==> src/rtl/ldq_pkg.sv <==
// ldq_pkg: shared types and helpers for the load queue.
// Assumes: nothing beyond IEEE 1800-2017 elaboration.
package ldq_pkg;

    // Outcome of a store check in one cycle.
    typedef enum logic [1:0] {
        CHK_NONE  = 2'd0,   // no check this cycle
        CHK_CLEAN = 2'd1,   // searched, no younger load matched
        CHK_HIT   = 2'd2,   // searched, violator found
        CHK_SKIP  = 2'd3    // record pending, search suppressed
    } chk_res_e;

    // Smaller of two non-negative counts.
    function automatic int lesser(input int a, input int b);
        return (a < b) ? a : b;
    endfunction

endpackage

==> src/rtl/ldq_age_ctrl.sv <==
// ldq_age_ctrl: ring head and occupancy of the load queue.
// Computes how many loads a commit frees from the oldest end and how many
// a squash frees from the youngest end, both in a single cycle.
// Assumes: DEPTH is a power of two and at least 2. Sequence numbers increase
// in program order and do not wrap while loads are in the queue.
module ldq_age_ctrl #(
    parameter  int DEPTH = 8,
    parameter  int SEQ_W = 16,
    localparam int IDX_W = $clog2(DEPTH),
    localparam int CNT_W = $clog2(DEPTH + 1)
) (
    input  logic             clk,
    input  logic             rst_n,
    input  logic             alloc_valid,
    input  logic             cm_valid,
    input  logic [SEQ_W-1:0] cm_seq,
    input  logic             sq_valid,
    input  logic [SEQ_W-1:0] sq_seq,
    input  logic [SEQ_W-1:0] seq_arr [DEPTH],
    output logic [IDX_W-1:0] head,
    output logic [IDX_W-1:0] tail,
    output logic [CNT_W-1:0] count,
    output logic             alloc_fire,
    output logic [DEPTH-1:0] occ
);

    logic [IDX_W-1:0] head_q;
    logic [CNT_W-1:0] count_q;
    logic [CNT_W-1:0] cm_n;
    logic [CNT_W-1:0] cm_eff;
    logic [CNT_W-1:0] sq_n;
    logic             cm_run;
    logic             sq_run;
    logic [IDX_W-1:0] off_v;

    assign head  = head_q;
    assign count = count_q;
    assign tail  = head_q + count_q[IDX_W-1:0];

    // Allocation is accepted only when a slot is free and no squash is active.
    assign alloc_fire = alloc_valid && !sq_valid && (count_q != CNT_W'(DEPTH));

    // Length of the run of committable loads, counted from the head.
    always_comb begin
        cm_n   = '0;
        cm_run = 1'b1;
        for (int k = 0; k < DEPTH; k++) begin
            if (cm_run && (CNT_W'(k) < count_q) &&
                (seq_arr[head_q + IDX_W'(k)] <= cm_seq)) begin
                cm_n = cm_n + CNT_W'(1);
            end else begin
                cm_run = 1'b0;
            end
        end
    end

    assign cm_eff = cm_valid ? cm_n : '0;

    // Length of the run of squashed loads, counted back from the tail.
    always_comb begin
        sq_n   = '0;
        sq_run = 1'b1;
        for (int k = 0; k < DEPTH; k++) begin
            if (sq_run && (CNT_W'(k) < count_q) &&
                (seq_arr[tail - IDX_W'(k + 1)] > sq_seq)) begin
                sq_n = sq_n + CNT_W'(1);
            end else begin
                sq_run = 1'b0;
            end
        end
    end

    // Per-slot occupancy from the slot's distance to the head.
    always_comb begin
        occ   = '0;
        off_v = '0;
        for (int i = 0; i < DEPTH; i++) begin
            off_v  = IDX_W'(i) - head_q;
            occ[i] = (CNT_W'(off_v) < count_q);
        end
    end

    // Advance the head and occupancy. A squash takes precedence over everything else.
    always_ff @(posedge clk) begin
        if (!rst_n) begin
            head_q  <= '0;
            count_q <= '0;
        end else if (sq_valid) begin
            count_q <= count_q - sq_n;
        end else begin
            head_q  <= head_q + cm_eff[IDX_W-1:0];
            count_q <= count_q - cm_eff + CNT_W'(alloc_fire);
        end
    end

endmodule

==> src/rtl/ldq_slot_store.sv <==
// ldq_slot_store: per-slot load state (sequence number, address,
// executed flag, ready flag).
// Assumes: the slot being allocated is always unoccupied. Updates and wakes
// are ignored for unoccupied slots and during a squash.
module ldq_slot_store #(
    parameter  int DEPTH  = 8,
    parameter  int SEQ_W  = 16,
    parameter  int ADDR_W = 32,
    localparam int IDX_W  = $clog2(DEPTH)
) (
    input  logic              clk,
    input  logic              rst_n,
    input  logic              alloc_fire,
    input  logic [IDX_W-1:0]  tail,
    input  logic [SEQ_W-1:0]  alloc_seq,
    input  logic              alloc_rdy,
    input  logic              upd_valid,
    input  logic [IDX_W-1:0]  upd_idx,
    input  logic [ADDR_W-1:0] upd_addr,
    input  logic              wk_valid,
    input  logic [IDX_W-1:0]  wk_idx,
    input  logic              sq_valid,
    input  logic [DEPTH-1:0]  occ,
    output logic [SEQ_W-1:0]  seq_arr  [DEPTH],
    output logic [ADDR_W-1:0] addr_arr [DEPTH],
    output logic [DEPTH-1:0]  exec_vec,
    output logic [DEPTH-1:0]  rdy_vec
);

    for (genvar i = 0; i < DEPTH; i++) begin : g_slot
        logic [SEQ_W-1:0]  seq_q;
        logic [ADDR_W-1:0] addr_q;
        logic              exec_q;
        logic              rdy_q;

        // Write this slot on allocation, address update or wake.
        always_ff @(posedge clk) begin
            if (!rst_n) begin
                seq_q  <= '0;
                addr_q <= '0;
                exec_q <= 1'b0;
                rdy_q  <= 1'b0;
            end else if (alloc_fire && (tail == IDX_W'(i))) begin
                seq_q  <= alloc_seq;
                addr_q <= '0;
                exec_q <= 1'b0;
                rdy_q  <= alloc_rdy;
            end else if (!sq_valid && occ[i]) begin
                if (upd_valid && (upd_idx == IDX_W'(i))) begin
                    addr_q <= upd_addr;
                    exec_q <= 1'b1;
                end
                if (wk_valid && (wk_idx == IDX_W'(i))) begin
                    rdy_q <= 1'b1;
                end
            end
        end

        assign seq_arr[i]  = seq_q;
        assign addr_arr[i] = addr_q;
        assign exec_vec[i] = exec_q;
        assign rdy_vec[i]  = rdy_q;
    end

endmodule

==> src/rtl/ldq_viol_search.sv <==
// ldq_viol_search: matches a store against younger executed loads, picks the
// oldest matching load and holds it as the violator until it is read.
// Assumes: the search completes in the same cycle and its result is
// registered. Loads that have not executed never match.
module ldq_viol_search
    import ldq_pkg::*;
#(
    parameter  int DEPTH      = 8,
    parameter  int SEQ_W      = 16,
    parameter  int ADDR_W     = 32,
    parameter  int GRAN_SHIFT = 8,
    localparam int IDX_W      = $clog2(DEPTH)
) (
    input  logic              clk,
    input  logic              rst_n,
    input  logic              st_valid,
    input  logic [SEQ_W-1:0]  st_seq,
    input  logic [ADDR_W-1:0] st_addr,
    input  logic              sq_valid,
    input  logic              viol_rd,
    input  logic [IDX_W-1:0]  head,
    input  logic [DEPTH-1:0]  occ,
    input  logic [DEPTH-1:0]  exec_vec,
    input  logic [SEQ_W-1:0]  seq_arr  [DEPTH],
    input  logic [ADDR_W-1:0] addr_arr [DEPTH],
    output logic              st_done,
    output logic              st_fault,
    output logic              viol_valid,
    output logic [IDX_W-1:0]  viol_idx,
    output logic [SEQ_W-1:0]  viol_seq
);

    logic [DEPTH-1:0] hit_vec;
    logic             hit_any;
    logic [IDX_W-1:0] pick;
    logic [IDX_W-1:0] idx_v;
    chk_res_e         res;

    // Per-slot match: occupied, executed, younger, same coarse region.
    for (genvar i = 0; i < DEPTH; i++) begin : g_cmp
        assign hit_vec[i] = occ[i] && exec_vec[i] && (seq_arr[i] > st_seq) &&
                            (addr_arr[i][ADDR_W-1:GRAN_SHIFT] ==
                             st_addr[ADDR_W-1:GRAN_SHIFT]);
    end

    // Oldest match: walk from youngest to oldest so the last hit seen is the oldest.
    always_comb begin
        hit_any = 1'b0;
        pick    = '0;
        idx_v   = '0;
        for (int k = DEPTH - 1; k >= 0; k--) begin
            idx_v = head + IDX_W'(k);
            if (hit_vec[idx_v]) begin
                hit_any = 1'b1;
                pick    = idx_v;
            end
        end
    end

    // Classify this cycle's store check.
    always_comb begin
        if (!st_valid || sq_valid) res = CHK_NONE;
        else if (viol_valid)       res = CHK_SKIP;
        else if (hit_any)          res = CHK_HIT;
        else                       res = CHK_CLEAN;
    end

    // Register the check result and keep the violator record up to date.
    always_ff @(posedge clk) begin
        if (!rst_n) begin
            st_done    <= 1'b0;
            st_fault   <= 1'b0;
            viol_valid <= 1'b0;
            viol_idx   <= '0;
            viol_seq   <= '0;
        end else begin
            st_done  <= (res != CHK_NONE);
            st_fault <= (res == CHK_HIT);
            if (res == CHK_HIT) begin
                viol_valid <= 1'b1;
                viol_idx   <= pick;
                viol_seq   <= seq_arr[pick];
            end else if (viol_rd || (res == CHK_CLEAN)) begin
                viol_valid <= 1'b0;
            end
        end
    end

endmodule

==> src/rtl/ldq_order_guard.sv <==
// ldq_order_guard: load queue with store-versus-load ordering check.
// Ties together the ring control, the slot storage and the violation
// search, and derives the ready count and the combined free-entry figure.
// Assumes: DEPTH is a power of two and at least 2, and GRAN_SHIFT < ADDR_W.
module ldq_order_guard #(
    parameter  int DEPTH      = 8,
    parameter  int SQ_DEPTH   = 8,
    parameter  int SEQ_W      = 16,
    parameter  int ADDR_W     = 32,
    parameter  int GRAN_SHIFT = 8,
    localparam int IDX_W      = $clog2(DEPTH),
    localparam int CNT_W      = $clog2(DEPTH + 1),
    localparam int SQ_CNT_W   = $clog2(SQ_DEPTH + 1),
    localparam int FREE_W     = $clog2(((DEPTH > SQ_DEPTH) ? DEPTH : SQ_DEPTH) + 1)
) (
    input  logic                clk,
    input  logic                rst_n,
    input  logic                alloc_valid,
    input  logic [SEQ_W-1:0]    alloc_seq,
    input  logic                alloc_rdy,
    output logic [IDX_W-1:0]    alloc_idx,
    output logic                lq_full,
    input  logic                upd_valid,
    input  logic [IDX_W-1:0]    upd_idx,
    input  logic [ADDR_W-1:0]   upd_addr,
    input  logic                wk_valid,
    input  logic [IDX_W-1:0]    wk_idx,
    input  logic                st_valid,
    input  logic [SEQ_W-1:0]    st_seq,
    input  logic [ADDR_W-1:0]   st_addr,
    output logic                st_done,
    output logic                st_fault,
    input  logic                viol_rd,
    output logic                viol_valid,
    output logic [IDX_W-1:0]    viol_idx,
    output logic [SEQ_W-1:0]    viol_seq,
    input  logic                cm_valid,
    input  logic [SEQ_W-1:0]    cm_seq,
    input  logic                sq_valid,
    input  logic [SEQ_W-1:0]    sq_seq,
    input  logic [SQ_CNT_W-1:0] sq_used,
    output logic [CNT_W-1:0]    ld_count,
    output logic [CNT_W-1:0]    ready_cnt,
    output logic [FREE_W-1:0]   free_slots
);

    import ldq_pkg::*;

    logic [IDX_W-1:0]  head;
    logic [IDX_W-1:0]  tail;
    logic [CNT_W-1:0]  count;
    logic              alloc_fire;
    logic [DEPTH-1:0]  occ;
    logic [SEQ_W-1:0]  seq_arr  [DEPTH];
    logic [ADDR_W-1:0] addr_arr [DEPTH];
    logic [DEPTH-1:0]  exec_vec;
    logic [DEPTH-1:0]  rdy_vec;
    int                lq_free;
    int                sq_free;
    int                min_free;

    ldq_age_ctrl #(
        .DEPTH (DEPTH),
        .SEQ_W (SEQ_W)
    ) age_i (
        .clk         (clk),
        .rst_n       (rst_n),
        .alloc_valid (alloc_valid),
        .cm_valid    (cm_valid),
        .cm_seq      (cm_seq),
        .sq_valid    (sq_valid),
        .sq_seq      (sq_seq),
        .seq_arr     (seq_arr),
        .head        (head),
        .tail        (tail),
        .count       (count),
        .alloc_fire  (alloc_fire),
        .occ         (occ)
    );

    ldq_slot_store #(
        .DEPTH  (DEPTH),
        .SEQ_W  (SEQ_W),
        .ADDR_W (ADDR_W)
    ) slots_i (
        .clk        (clk),
        .rst_n      (rst_n),
        .alloc_fire (alloc_fire),
        .tail       (tail),
        .alloc_seq  (alloc_seq),
        .alloc_rdy  (alloc_rdy),
        .upd_valid  (upd_valid),
        .upd_idx    (upd_idx),
        .upd_addr   (upd_addr),
        .wk_valid   (wk_valid),
        .wk_idx     (wk_idx),
        .sq_valid   (sq_valid),
        .occ        (occ),
        .seq_arr    (seq_arr),
        .addr_arr   (addr_arr),
        .exec_vec   (exec_vec),
        .rdy_vec    (rdy_vec)
    );

    ldq_viol_search #(
        .DEPTH      (DEPTH),
        .SEQ_W      (SEQ_W),
        .ADDR_W     (ADDR_W),
        .GRAN_SHIFT (GRAN_SHIFT)
    ) search_i (
        .clk        (clk),
        .rst_n      (rst_n),
        .st_valid   (st_valid),
        .st_seq     (st_seq),
        .st_addr    (st_addr),
        .sq_valid   (sq_valid),
        .viol_rd    (viol_rd),
        .head       (head),
        .occ        (occ),
        .exec_vec   (exec_vec),
        .seq_arr    (seq_arr),
        .addr_arr   (addr_arr),
        .st_done    (st_done),
        .st_fault   (st_fault),
        .viol_valid (viol_valid),
        .viol_idx   (viol_idx),
        .viol_seq   (viol_seq)
    );

    assign alloc_idx = tail;
    assign lq_full   = (count == CNT_W'(DEPTH));
    assign ld_count  = count;

    // Count occupied loads that are ready and not yet executed.
    always_comb begin
        ready_cnt = '0;
        for (int i = 0; i < DEPTH; i++) begin
            ready_cnt = ready_cnt + CNT_W'(occ[i] && rdy_vec[i] && !exec_vec[i]);
        end
    end

    // Combined free entries, one slot held back, floored at zero.
    always_comb begin
        lq_free    = DEPTH - int'(count);
        sq_free    = (int'(sq_used) > SQ_DEPTH) ? 0 : SQ_DEPTH - int'(sq_used);
        min_free   = lesser(lq_free, sq_free);
        free_slots = (min_free == 0) ? '0 : FREE_W'(min_free - 1);
    end

endmodule

==> config.mk <==
export PLATFORM = sky130hd
export DESIGN_NAME = ldq_order_guard
export DESIGN_NICKNAME = d
export VERILOG_FILES = /design/src/rtl/ldq_pkg.sv /design/src/rtl/ldq_age_ctrl.sv /design/src/rtl/ldq_slot_store.sv /design/src/rtl/ldq_viol_search.sv /design/src/rtl/ldq_order_guard.sv
export SDC_FILE = /design/constraint.sdc
export NUM_CORES = 2
export LEC_CHECK = 0
export ABC_CLOCK_PERIOD_IN_PS = 13160
export BUFFER_PORTS_ARGS = -buffer_cell sky130_fd_sc_hd__clkbuf_2
export CAP_MARGIN = 20
export CORE_ASPECT_RATIO = 1.25
export CORE_UTILIZATION = 40
export CTS_CLUSTER_DIAMETER = 150
export CTS_CLUSTER_SIZE = 12
export DETAILED_ROUTE_END_ITERATION = 7
export PLACE_DENSITY = 0.61
export SLEW_MARGIN = 5
export SYNTH_ARGS = -nofsm -noshare
export SYNTH_HDL_FRONTEND = slang
export SYNTH_SLANG_ARGS = --single-unit
==> constraint.sdc <==
create_clock -name clk -period 13.16 [get_ports clk]
set_input_delay 2.632 -clock clk [delete_from_list [all_inputs] [get_ports clk]]
set_output_delay 2.632 -clock clk [all_outputs]
set_load 0.02 [all_outputs]
# ---- Word level (Yosys, flattened, before mapping)
# Index checks and enable logic that the tools add are counted.
dict set report totals {
  ff_bits 429
  output_inout_bits 38
  word_cells 517
  in_bits 148
}
dict set report classes {
  order_cmp 67
  add_sub_neg 51
  reduce_logical 162
  n_bitwise 18
  muxes 147
  n_eq_ne 33
}
# op n
set op_table {}
lappend op_table {{16-bit binary-select mux with 3-bit select} 17}
lappend op_table {{16-bit 2-to-1 mux} 34}
lappend op_table {{16-bit greater-than comparator} 16}
lappend op_table {{24-bit equality test} 8}
lappend op_table {{16-bit <= comparator} 8}
lappend op_table {{1-bit logical AND} 104}
lappend op_table {{4-bit >= comparator (second input constant)} 17}
lappend op_table {{4-bit 2-to-1 mux} 17}
lappend op_table {{3-bit NOT with 4-bit output} 17}
lappend op_table {{32-bit 2-to-1 mux} 2}
lappend op_table {{1-bit 2-to-1 mux} 58}
lappend op_table {{4-bit by 1-bit adder with 4-bit output (second input constant)} 13}
lappend op_table {{3-bit equality test (second input constant)} 12}
lappend op_table {{2-bit nonzero test} 18}
lappend op_table {{32-bit zero test} 1}
lappend op_table {{3-bit by 4-bit less-than comparator with 1-bit output} 8}
lappend op_table {{3-bit by 4-bit less-than comparator with 1-bit output (second input constant)} 8}
lappend op_table {{5-bit by 32-bit less-than comparator with 1-bit output} 1}
lappend op_table {{2-bit AND reduction} 16}
lappend op_table {{1-bit binary-select mux with 3-bit select} 8}
lappend op_table {{3-bit 2-to-1 mux} 8}
lappend op_table {{4-bit by 1-bit adder with 4-bit output} 5}
lappend op_table {{3-bit by 2-bit equality test with 1-bit output (second input constant)} 6}
lappend op_table {{3-bit by 4-bit less-than comparator with 1-bit output (first input constant)} 4}
lappend op_table {{other kinds (31)} 72}

# ---- Depth between registers and ports, before layout
dict set report logic_depth {
  depth_word 32
  depth_mapped 54
  ltp_nobuf 48
}

# ---- Hierarchy
# Synthesis repeated with hierarchy kept, for this count alone.
dict set report hier_totals {
  cells_unflattened 4910
  area_unflattened_um2 42224.2
}
# module cells_per_inst n_inst seq_area_each_um2 area_per_inst_um2
set modules_own_cells {}
lappend modules_own_cells {ldq_age_ctrl 1801 1 140.1 16945.0}
lappend modules_own_cells {ldq_slot_store 1895 1 8007.7 15641.3}
lappend modules_own_cells {ldq_viol_search 1121 1 440.4 8932.3}
lappend modules_own_cells {ldq_order_guard 93 1 0.0 705.7}

# ---- Least setup slack after synthesis
# OpenSTA, ideal clock, no wires.
dict set report synth_path {
  path_type {reg-to-reg}
  from {reg age_i.head_q[0], in the netlist age_i.head[0]}
  to {reg age_i.count_q[3], in the netlist age_i.count[3]}
  setup_time_ns 0.091
  path_slack_ns 1.839
  required_time_ns 13.069
  synth_period_minus_slack_ns 11.321
  path_stages_with_launch 55
  path_buffers 8
  t_arrival_ns 11.230
  path_cell_list {dfxtp_1 inv_1 clkbuf_1 buf_1 ha_1 clkbuf_1 clkbuf_1 buf_1 buf_1 clkbuf_1 buf_1 mux4_2 nand2_1 nand2_1 ha_1 nor2b_1 o21a_1 o21a_1 (+19 left out) mux2_2 ha_1 mux2_2 mux2_2 ha_1 mux2_2 ha_1 nand2_1 xnor2_1 and3_1 o21ai_0 ha_1 ha_1 a21oi_1 xnor2_1 nor2b_1 mux2_1 a311oi_1}
}
dict set report synth_via {
  elab_chain_cells 32
  word_cells_on_any_way 174
  cone_classes {add/sub (32); order compare (16); mux (80); bitwise (16); reduce/logical (30)}
}
# item line_no
set synth_rtl {}
lappend synth_rtl {{from (decl)} ldq_age_ctrl.sv:27} ;# logic [IDX_W-1:0] head_q;
lappend synth_rtl {{from (signal assigned)} ldq_age_ctrl.sv:91} ;# head_q <= head_q + cm_eff[IDX_W-1:0];
lappend synth_rtl {{branches (longest 31 deep; another with 16-bit <= comparator)} --}
lappend synth_rtl {{4-bit 2-to-1 mux *} ldq_age_ctrl.sv:88} ;# end else if (sq_valid) begin
lappend synth_rtl {{to (signal assigned)} ldq_age_ctrl.sv:89} ;# count_q <= count_q - sq_n;
lappend synth_rtl {{to (signal assigned)} ldq_age_ctrl.sv:92} ;# count_q <= count_q - cm_eff + CNT_W'(alloc_fire);
lappend synth_rtl {{to (decl)} ldq_age_ctrl.sv:28} ;# logic [CNT_W-1:0] count_q;
# Every way passes the cells marked *. The select of a mux whose other input is x is not followed.
# A chain may end at the register's enable or synchronous reset.

# ---- Worst setup path after layout
# Ends and elaborated chain as after synthesis.

==> impl_results.md <==
- Status: completed
- Commonest non-fill, non-tap cell in the layout: nand2_1
- Vias in the first global route: roughly 36000
- Peak Freq: 85.99 MHz
- PD cells: about 160 nW/um2
- Setup violators final: 0
- HPWL Detailed: 134300 um
- Final worst-path cycle share: 0.8837
- Switch share: 0.5170
- Skew final: roughly 41 ps
- Worst-Margin Slew: approximately 1200 ps
- Register bit total from synthesis: 365
- Post-synth EDFFs: 0
- Mapped Avg Cell Area: roughly 8.1 um2
- Worst-path clk slew: 80 ps
- Crit-path max cell delay: between 900 and 1000 ps
- Leakage dissipation: 0.01753 uW
- Antenna Nets Post-Route: 0
- Area Growth Syn to Fin: 8.709%
- Number of fill cells: 9513
- Remaining DRCs: 0
- Net Switching: between 3000 and 4000 uW
- Worst Hold Class: reg -> reg
- CTS Buffer Depth: 3
- Max_cap viols: 0
- Die width: about 280 um
- Fraction of layout cells with a size suffix above 1: 0.1644
- Largest fanout on the critical path: between 40 and 50
- CTS sink cnt: ~370
- Gate Count Post-Synth: approximately 4700
- Initial antenna violation count: 17
- Row count: 126
- GPL Wtd Cong: 1.071
- First-pass GRT wire length: ~260000 um
- CTS resizes: 0
- Data required time of the worst path: 13640 ps
- Most common cell on crit path: ha_1
- Tot GR Track Use: 0.3637
- Global route total overflow: 0
- Worst Path Buf+Inv: 3
- Full die area: approximately 97000 um2
- Largest net degree at the start of global routing: 83
- Post-synth top area share: 0.1911
- Synth area leaders: dfxtp_1 19%, ha_1 14%, mux4_2 12%
- Synthesized cell area: around 38000 um2
- Critical Path AT: 12110 ps
- Sequential element share of the synthesized area: 0.1911
- Vias after detailed routing: ~39000
- Register area: between 7000 and 8000 um2
- Hold buffers post-CTS: 0
- Max_slew headroom: 0.1925
- Slowest CP cell: ha_4
- Maximum vdd drop: ~180 uV
- Cell variety after synth: 100
- Iteration-0 DRC count of the detailed router: a little under 5000
- Cell-internal power: roughly 3300 uW
- Port bufs: about 170
- Core area: between 90000 and 100000 um2
- Worst path top cell family by delay: adder cells
- Final Hold Vio Count: 0
- Clk_lat worst skew: 600 ps
- TritonCTS clock tree: yes
- Clock power share: 0.145
- Synth Net Count: about 5300
- Warnings from Yosys: 0
- Async S/R FF share, synth: 0
- H-tree levels: 2
- Most frequent cells in the layout: 1132 x nand2_1, 506 x a21oi_1, 437 x ha_1, 362 x dfxtp_1, 211 x mux4_2
- RSZ-0062 raised after global routing: no
- Register share of total power: 0.194
- CP endpoint kind: register
- Dominant cell type by area after synthesis: dfxtp_1
- Clock root cell: clkbuf_16
- Nets: about 5300
- Starting Density: 0.4043
- Post-layout min period: around 12000 ps
- Wirelength per Cell: around 30 um
- First-pass DRT Iterations: 8
- Vias per std cell: 6.495
- Worst setup SP type: register
- Total power: 6809 uW
- WS Path Type: reg -> reg
- Die height: approximately 350 um
- IO Pins: approximately 190
- Aggregate routed wire length: ~180000 um
- Logic pwr share: 0.661
- Main synth FF type: dfxtp_1
- TNS Setup: 0 ps
- Max-slew violations: 0
- Total CTS buffers: 37
- Footprint of the multi-input gates: between 20000 and 30000 um2
- Post-CTS setup buffer count: 0
[stage by stage]
step                      hold WS, ps  instances  setup slack, ps  utilization  instance area, um2
after global routing            480.9       5980            885.7       0.4395               41570
after detailed placement        459.0       5926             1194       0.4284               40520
after global placement          444.8       5926             1269       0.4284               40520
after floorplan                 448.1       4701             1839            -               38240
final                           465.4       5980             1531       0.4395               41570
after CTS                       466.7       5970             1640       0.4388               41510
[synth_stat cells, types with 11 or more instances]
cell type,n
a211oi_1,17
a21o_1,75
a21oi_1,506
a31oi_1,11
and3_1,17
and4_1,11
buf_1,52
buf_2,18
buf_4,19
clkbuf_1,182
clkbuf_2,30
dfxtp_1,365
ha_1,439
inv_1,115
mux2_1,13
mux2_2,146
mux2i_1,102
mux4_2,211
nand2_1,1132
nand2b_1,31
nand3_1,69
nand4_1,131
nor2_1,136
nor2b_1,43
nor3_1,49
nor3b_1,15
nor4_1,54
o211ai_1,14
o21a_1,37
o21ai_0,166
o221ai_1,17
o22ai_1,13
or3_1,14
xnor2_1,135
xor2_1,94
[sequential cells by signal, summed over array words and instances, names as in the netlist]
name and cells:
slots_i.g_slot.rdy_q 8, slots_i.g_slot.addr_q 192, search_i.viol_seq 16, age_i.head 3
age_i.count 4, slots_i.g_slot.seq_q 128, search_i.viol_idx 3, search_i.viol_valid 1
search_i.st_fault 1, search_i.st_done 1, slots_i.g_slot.exec_q 8
[path summary, 6_finish.rpt]
path | cells after the start | startpoint | slack, ps | end
max | 39 | age_i.head[0] | 1530 | age_i.count[3]
min | 2 | slots_i.g_slot[6].addr_q[20] | 470 | slots_i.g_slot[6].addr_q[20]
max reg2reg | 39 | age_i.head[0] | 1530 | age_i.count[3]
min reg2reg | 2 | slots_i.g_slot[6].addr_q[20] | 470 | slots_i.g_slot[6].addr_q[20]
[power by group through the flow]
stage	combinational, uW	sequential (uW)	clock, uW
floorplan	3030	1300	0
global placement	4340	1330	0
detailed placement	4380	1330	0
CTS	4400	1310	992
global route	4810	1320	1030
finish	4500	1320	988
[worst register-to-register path: cells and delay by family, from the launching register on]
family / cells / cell delay (ps)
adder cells (fa/ha/maj): 9 / 3260
AO/OA/AOI/OAI: 14 / 3100
AND/OR/NAND/NOR: 6 / 1370
multiplexers: 4 / 1300
buffers and inverters: 3 / 1050
XOR/XNOR: 3 / 840
flip-flops: 1 / 570
[area by class of cell]
| cell class | count | area share |
|---|---|---|
| Clock inverter | 6 | 0.001505 |
| Sequential cell | 365 | 0.1760 |
| Clock buffer | 38 | 0.02236 |
| Inverter | 122 | 0.01108 |
| Timing Repair Buffer | 322 | 0.04870 |
| Tap cell | 1216 | 0.03660 |
| Antenna cell | 6 | 0.0003612 |
| Multi-Input combinational cell | 3905 | 0.7034 |
[layer usage]
metal / global-route usage / routed length [um] / vias up
met2: 0.5697 / 79470 / 2470
met5: 0 / 111 / -
met4: 0.2822 / 17160 / 12
met3: 0.1095 / 21480 / 736
met1: 0.4141 / 63280 / 18490
li1: - / - / 17130
[logic make-up after synthesis]
logic type      synth area share
compound gates            0.1538
xor+xnor                 0.05287
fa+ha+maj                 0.1483
buf+inv                  0.04754
flops                     0.1911
mux                       0.1978
simple gates              0.2086
Note: power is estimated with default switching activity, not from simulation.
